## config.mk

```make
export PLATFORM = sky130hd
export DESIGN_NAME = dma_req_arbiter
export DESIGN_NICKNAME = d
export VERILOG_FILES = /design/src/rtl/dma_req_arbiter.sv
export SDC_FILE = /design/constraint.sdc
export NUM_CORES = 1
export LEC_CHECK = 0
export BUFFER_PORTS_ARGS = -buffer_cell sky130_fd_sc_hd__buf_2
export CAP_MARGIN = 20
export CORE_AREA = 4 4 41 43
export DETAILED_ROUTE_END_ITERATION = 16
export DIE_AREA = 0 0 45 47
export SLEW_MARGIN = 20
export SYNTH_ARGS = -nofsm -noshare
export SYNTH_HDL_FRONTEND = slang
export SYNTH_SLANG_ARGS = --single-unit
```

## constraint.sdc

```tcl
create_clock -name clk -period 2.2 [get_ports clk]
set_input_delay 0.55 -clock clk [delete_from_list [all_inputs] [get_ports clk]]
set_output_delay 0.55 -clock clk [all_outputs]
set_load 0.05 [all_outputs]
```

## src/rtl/dma_req_arbiter.sv

```systemverilog
module dma_req_arbiter #(
  parameter int FIFO_BYTES = 256,
  parameter int CNT_W      = $clog2(FIFO_BYTES + 1)
) (
  input  logic             clk,
  input  logic             rst_n,
  input  logic             rx_req,
  input  logic             tx_req,
  input  logic [CNT_W-1:0] tx_valid_bytes,
  input  logic [CNT_W-1:0] rx_free_bytes,
  output logic             rx_gnt,
  output logic             tx_gnt
);

  logic busy;
  logic tx_first;
  logic pick_tx;
  logic pick_rx;

  assign busy     = rx_gnt | tx_gnt;
  assign tx_first = tx_valid_bytes < rx_free_bytes;
  assign pick_tx  = tx_req & (~rx_req | tx_first);
  assign pick_rx  = rx_req & (~tx_req | ~tx_first);

  always_ff @(posedge clk) begin
    if (!rst_n) begin
      rx_gnt <= 1'b0;
      tx_gnt <= 1'b0;
    end else if (busy) begin
      rx_gnt <= rx_gnt & rx_req;
      tx_gnt <= tx_gnt & tx_req;
    end else begin
      rx_gnt <= pick_rx;
      tx_gnt <= pick_tx;
    end
  end


  one_hot_gnt_chk: assert property (@(posedge clk) disable iff (!rst_n)
    !(rx_gnt && tx_gnt));


  tx_hold_chk: assert property (@(posedge clk) disable iff (!rst_n)
    tx_gnt && tx_req |=> tx_gnt);


  rx_hold_chk: assert property (@(posedge clk) disable iff (!rst_n)
    rx_gnt && rx_req |=> rx_gnt);


  release_idle_chk: assert property (@(posedge clk) disable iff (!rst_n)
    (tx_gnt && !tx_req) || (rx_gnt && !rx_req) |=> !tx_gnt && !rx_gnt);


  tie_to_rx_chk: assert property (@(posedge clk) disable iff (!rst_n)
    !tx_gnt && !rx_gnt && rx_req && tx_req && (rx_free_bytes <= tx_valid_bytes)
    |=> rx_gnt);


  tx_wins_chk: assert property (@(posedge clk) disable iff (!rst_n)
    !tx_gnt && !rx_gnt && rx_req && tx_req && (tx_valid_bytes < rx_free_bytes)
    |=> tx_gnt);


  idle_stays_chk: assert property (@(posedge clk) disable iff (!rst_n)
    !tx_gnt && !rx_gnt && !rx_req && !tx_req |=> !tx_gnt && !rx_gnt);

endmodule

```

### After elaboration in Yosys (flattened, before gate mapping)

Index checks and enable logic that the tools add are counted.

* register bits: 2
* input bits: 22
* output and inout port bits: 2
* logic and storage cells: 15

* order comparisons: 1
* multiplexer cells: 2
* bitwise gates (word level): 10

Operators by type and width (count)
* $lt A9 B9 Y1: 1
* $and A1 B1 Y1: 4
* $not A1 Y1: 3
* $or A1 B1 Y1: 3
* $mux W1: 2

### Longest topological paths before layout

Gate-level depths: netlist of run 1.

* depth in word-level cells: 5
* mapped depth: 6
* depth with buffers taken out: 6

### Least setup slack after synthesis of run 1

Ideal clock, no wire load.

* path kind: input to register
* start point: input port rx_free_bytes[8]
* end point: register rx_gnt
* library setup time: 0.118 ns
* data arrival time: 1.648 ns
* data required time: 2.082 ns
* setup slack: 0.434 ns
* stages on the path: 6
* path buffers: 0
* cells stage by stage: inv_1 > ha_1 > a21oi_2 > o21ai_1 > or3b_1 > o2111a_1

* cells in the longest elaborated chain, start to end: 5

Ends and longest elaborated chain
* start: declaration: RTL line 10 `input logic [CNT_W-1:0] rx_free_bytes,`
* $lt A9 B9 Y1: RTL line 21 `assign tx_first = tx_valid_bytes < rx_free_bytes;`
* $not A1 Y1: RTL line 23 `assign pick_rx = rx_req & (~tx_req | ~tx_first);`
* $or A1 B1 Y1: RTL line 23
* $and A1 B1 Y1: RTL line 23
* $mux W1: RTL line 29 `end else if (busy) begin`
* end signal: assignment: RTL line 30 `rx_gnt <= rx_gnt & rx_req;`
* end signal: assignment: RTL line 33 `rx_gnt <= pick_rx;`
* end: declaration: RTL line 11 `output logic rx_gnt,`

No other way between the ends.
A chain may end at the register's enable or synchronous reset.

### Final worst setup path of run 1

* start point: input port tx_valid_bytes[8]
* end point: register rx_gnt

* cells in the longest elaborated chain, start to end: 5

Ends and longest elaborated chain
* start: declaration: RTL line 9 `input logic [CNT_W-1:0] tx_valid_bytes,`
* $lt A9 B9 Y1: RTL line 21
* $not A1 Y1: RTL line 23
* $or A1 B1 Y1: RTL line 23
* $and A1 B1 Y1: RTL line 23
* $mux W1: RTL line 29

No other way between the ends.

==> results of run 1 <==
## final cells by class
cell class                 count  area, um2
sequential                     2       40.0
clock buffer                   3       22.5
tap                           15       18.8
inverter                       9       33.8
multi-input combinational     26        218
timing repair buffer          23        115
fill                         149        853
## per-layer routing
metal	global-route usage	wire [um]
met1	0.102	334
met2	0.102	271
met3	0.0230	77
met4	0.0702	0
met5	0	0
## per-stage QoR
| stage | cell area [um2] | worst slack (ns) | hold slack [ns] |
|---|---|---|---|
| 2_1_floorplan | 292 | 0.434 | 0.690 |
| 3_3_place_gp | 425 | 0.310 | 0.517 |
| 3_5_place_dp | 425 | 0.264 | 0.509 |
| 4_1_cts | 448 | 0.505 | 0.514 |
| 5_1_grt | 448 | 0.458 | 0.560 |
| 6_report | 448 | 0.496 | 0.505 |
## report_power, final
part           total (mW)  internal (mW)  switching, mW
clock              0.0815         0.0602         0.0213
sequential         0.0427         0.0400        0.00270
combinational      0.0733         0.0350         0.0383
total               0.197          0.135         0.0622
## flip-flops by register name, indices dropped and copies added, names as in the netlist
name / flops
rx_gnt: 1
tx_gnt: 1
## Yosys cell counts
cell	instances	area share
o21a_1	1	0.026
a211oi_1	1	0.026
a21oi_2	1	0.030
o21ai_1	1	0.017
or3b_1	1	0.030
nor2_1	2	0.026
o2111a_1	1	0.039
o211ai_1	1	0.026
nand4_1	1	0.021
ha_1	8	0.34
o41ai_1	1	0.030
a21oi_1	1	0.017
inv_1	9	0.12
a311oi_1	1	0.030
nand2_1	3	0.039
nand2b_1	1	0.021
dfxtp_1	2	0.14
o21bai_1	1	0.026
## placed cells by master, fill, tap and decap left out
cell	Yosys	routed
a21oi_1	1	1
dfxtp_1	2	2
nand2b_1	1	1
o21ai_1	1	1
nor2_1	2	2
inv_1	9	9
or3b_1	1	1
o211ai_1	1	1
nand2_1	3	3
o21a_1	1	1
ha_1	8	8
clkbuf_4	0	3
a211oi_1	1	1
o21bai_1	1	1
o2111a_1	1	1
a311oi_1	1	1
o41ai_1	1	1
nand4_1	1	1
a21oi_2	1	1
buf_2	0	23
## critical path, delay by kind of cell
| family | cells | cell delay, ns |
|---|---|---|
| AO/OA/AOI/OAI | 3 | 0.47 |
| buffers and inverters | 1 | 0.10 |
| adder cells (fa/ha/maj) | 1 | 0.33 |
| AND/OR/NAND/NOR | 1 | 0.37 |
## path summary, 6_finish.rpt
path | to | cells after the start | slack [ns]
worst min-delay path | tx_gnt$_SDFF_PN0_ | 1 | 0.50
worst min register to register | tx_gnt$_SDFF_PN0_ | 1 | 0.50
worst max register to register | rx_gnt$_SDFF_PN0_ | 2 | 1.18
worst max-delay path | rx_gnt$_SDFF_PN0_ | 6 | 0.50
## kinds of logic after synthesis
family,after synthesis,synth area share
adders and majority gates,8,0.343
DFF,2,0.137
buffers and inverters,9,0.116
and+or+nand+nor,8,0.137
AOI/OAI and AO/OA,10,0.266
==> impl_metrics.ini, run 1 <==
[placement]
dp.cells = 75
dpl.hpwl_um = 612
gp_congestion = 0.675
io_buffers = 23

[cts]
h-tree-depth = 1
cts-root-buf = clkbuf_4
clk_pin_slew_ns = 0.03
holdBufCountCts = 0
cts_sinks = 2
clkLatencyLatePin_ns = 0.22
cts.repair.resized = 0
post-cts-setup-buffers = 0
clockBufferDepth = 2
cts_buffers = 3
cts_tree = done

[worst_setup_path]
worstSetupStartpoint = tx_valid_bytes[8]
max_stage_delay_ns = 0.37
worstPathRequired_ns = 2.31
path_cells = buf_2 -> ha_1 -> a21oi_2 -> o21ai_1 -> or3b_1 -> o2111a_1
crit_path_max_fanout = 3
path_class = in2reg
crit_path_end_kind = flip-flop
cp-start-kind = input port
critPathSlowestCell = or3b_1
worstReg2RegStart = rx_gnt$_SDFF_PN0_
cp_data_arrival_time_ns = 1.81

[route]
post_drt_wl_per_cell_um = 8.74
first_pass_iters = 3
vias_per_cell = 4.29
via_count = 335
antenna_left = 0
routed_wl_um = 682
drc = 0
first_iter_violations = 1

[synth]
ys.warnings.count = 0
synth_cells = 37
synth_cell_type_count = 18
syn-num-nets = 67
syn_avg_cell_area_um2 = 7.88
yosysSeqAreaShare = 0.137
syn-cell-area_um2 = 292
ys_seq_elements = 2

[timing]
fmax_ghz = 0.587
report.final.setup_viol = 0
relSlewSlack = 0.778
rsz0062_at_grt = false
fin_crit_sh = 0.774
finalSetupTns_ns = 0
tightest_slew_ns = 0.331
period_minus_slack_ns = 1.70
hold_violations = 0
fin_skew_ns = 0.000725
drv_slew = 0

[grt]
grt_start_max_net_pins = 6
overflow = 0
antenna_found_initial = 0
grt_pass1_vias = 300
grt_pass1_wl_mm = 1.17
grtUsageTotal = 0.0781

[pwr]
finalPower_mw = 0.197
p_per_area_mw_per_mm2 = 441
peakVddDrop_uv = 289
p_leak_nw = 0.267

[layout]
instances_no_fill = 78
post-route-util = 0.344
syn2layout_area_growth_pct = 53.6
layout-drive-gt1-share = 0.429
diodes = 0
nets = 95

[floorplanning]
dieArea_mm2 = 0.00212
die_h_um = 47
die_w_um = 45
coreArea_mm2 = 0.00130
initial_utilization = 0.224
row_count = 13
io_pins = 24

[run_status]
outcome = complete, no violations

[run]
cap_viol_max_count = 0

[min_path]
min_path_type = reg2reg
min_from = rx_gnt$_SDFF_PN0_
Note: power is estimated with default switching activity, not from simulation.
==> inputs of run 2 (changes only) <==
==> constraint.sdc (replaced) <==
create_clock -name clk -period 1.5 [get_ports clk]
set_input_delay 0.375 -clock clk [delete_from_list [all_inputs] [get_ports clk]]
set_output_delay 0.375 -clock clk [all_outputs]
set_load 0.05 [all_outputs]
==> impl_metrics.ini, run 2 (synthesized netlist as in run 1, its figures left out) <==
[run_status]
outcome = complete, no violations

[worst_setup_path]
cp-start-kind = input port
path_class = in2reg
cp_data_arrival_time_ns = 1.53
crit_path_end_kind = flip-flop
reg2reg_to = rx_gnt$_SDFF_PN0_
crit_path_max_fanout = 3
worstReg2RegStart = rx_gnt$_SDFF_PN0_
worstPathRequired_ns = 1.61
reg2reg_depth = 2
ff2ff_setup_slack_ns = 0.46

[min_path]
min_path_type = in2reg
holdPathStages = 2
min_from = rx_req
min_to = rx_gnt$_SDFF_PN0_

[floorplanning]
die_w_um = 45
dieArea_mm2 = 0.00212
initial_utilization = 0.224
coreArea_mm2 = 0.00130
row_count = 13
io_pins = 24
die_h_um = 47

[grt]
antenna_found_initial = 0
grt_pass1_wl_mm = 1.11
grt_start_max_net_pins = 6
overflow = 0
grt_pass1_vias = 320
grtUsageTotal = 0.0765

[cts]
h-tree-depth = 1
cts-root-buf = clkbuf_4
cts_buffers = 3
clockBufferDepth = 2
clkLatencyLatePin_ns = 0.23
cts_tree = done
cts_sinks = 2
clk_pin_slew_ns = 0.03

[timing]
hold_violations = 0
period_minus_slack_ns = 1.42
fin_skew_ns = 0.00246
hold_ws_ns = 0.407
report.final.setup_viol = 0
drv_slew = 0
fin_crit_sh = 0.946
relSlewSlack = 0.795
fmax_ghz = 0.704
rsz0062_at_grt = false
finalSetupTns_ns = 0
final.setup.worst_slack_ns = 0.0804
tightest_slew_ns = 0.306

[layout]
diodes = 0
post-route-util = 0.375
top_regs = rx_gnt x1, tx_gnt x1
syn2layout_area_growth_pct = 67.4
final-seq-area_um2 = 40.0
nFillCells = 148
nets = 96
layout-drive-gt1-share = 0.516
final_cell_mix = 23 x buf_2, 8 x inv_1, 6 x ha_1
layout_commonest_cell = buf_2
multiInputGateArea_um2 = 250

[pwr]
peakVddDrop_uv = 317
finalPower_mw = 0.306
p_per_area_mw_per_mm2 = 628
p_leak_nw = 0.273

[placement]
dpl.hpwl_um = 633
dpl_worst_slack_ns = -0.155
gp_congestion = 0.579
io_buffers = 23

[route]
first_iter_violations = 4
via_count = 343
drc = 0
antenna_left = 0
vias_per_cell = 4.34
post_drt_wl_per_cell_um = 8.57
routed_wl_um = 677
first_pass_iters = 2

[run]
cap_viol_max_count = 0
==> run 2: worst max path at each step <==
stage                startpoint                end  slack (ns)  depth (start not counted)
2_1_floorplan  rx_free_bytes[8]  rx_gnt$_SDFF_PN0_       0.001                          6
3_3_place_gp   rx_free_bytes[8]  rx_gnt$_SDFF_PN0_       -0.14                          7
3_5_place_dp   rx_free_bytes[8]  rx_gnt$_SDFF_PN0_       -0.15                          7
4_1_cts        rx_free_bytes[6]  rx_gnt$_SDFF_PN0_        0.07                          7
5_1_grt        rx_free_bytes[6]  rx_gnt$_SDFF_PN0_      0.0006                          7
6_report       rx_free_bytes[8]  rx_gnt$_SDFF_PN0_        0.08                          7
==> run 2: final cells by class <==
class / count / share of cell area
inverters: 9 / 0.0692
repair buffers: 24 / 0.251
clock buffers: 3 / 0.0462
flip-flops and latches: 2 / 0.0821
well taps: 15 / 0.0385
multi-input cells: 26 / 0.513
==> run 2: critical path, cell delays in order <==
cell and delay (ns):
buf_2 0.09, inv_1 0.07, ha_4 0.21, a21oi_2 0.14
o21ai_2 0.07, or3b_1 0.35, o2111a_1 0.23
==> run 2: layer usage <==
| metal | vias to the layer above | track usage | wire [um] |
|---|---|---|---|
| li1 | 185 | - | - |
| met1 | 136 | 0.0860 | 287 |
| met2 | 18 | 0.107 | 275 |
| met3 | 4 | 0.0460 | 91 |
| met4 | 0 | 0.0526 | 22 |
| met5 | - | 0 | 0 |
==> run 2: per-stage QoR <==
stage	area [um2]	std cells
global placement	462	76
detailed placement	462	76
CTS	484	79
floorplan	320	37
global route	488	79
finish	488	79
==> run 2: repair_timing <==
| action | in CTS | in global routing |
|---|---|---|
| setup buffers | 0 | 0 |
| hold buffers | 0 | 0 |
| resized for setup | 0 | 1 |
| setup endpoints to repair | 0 | 1 |
==> run 2: power breakdown <==
group	total [mW]	internal [mW]	switching (mW)
Combinational	0.124	0.0623	0.0615
Clock	0.120	0.0883	0.0317
Sequential	0.0626	0.0586	0.00402
Total	0.306	0.209	0.0972
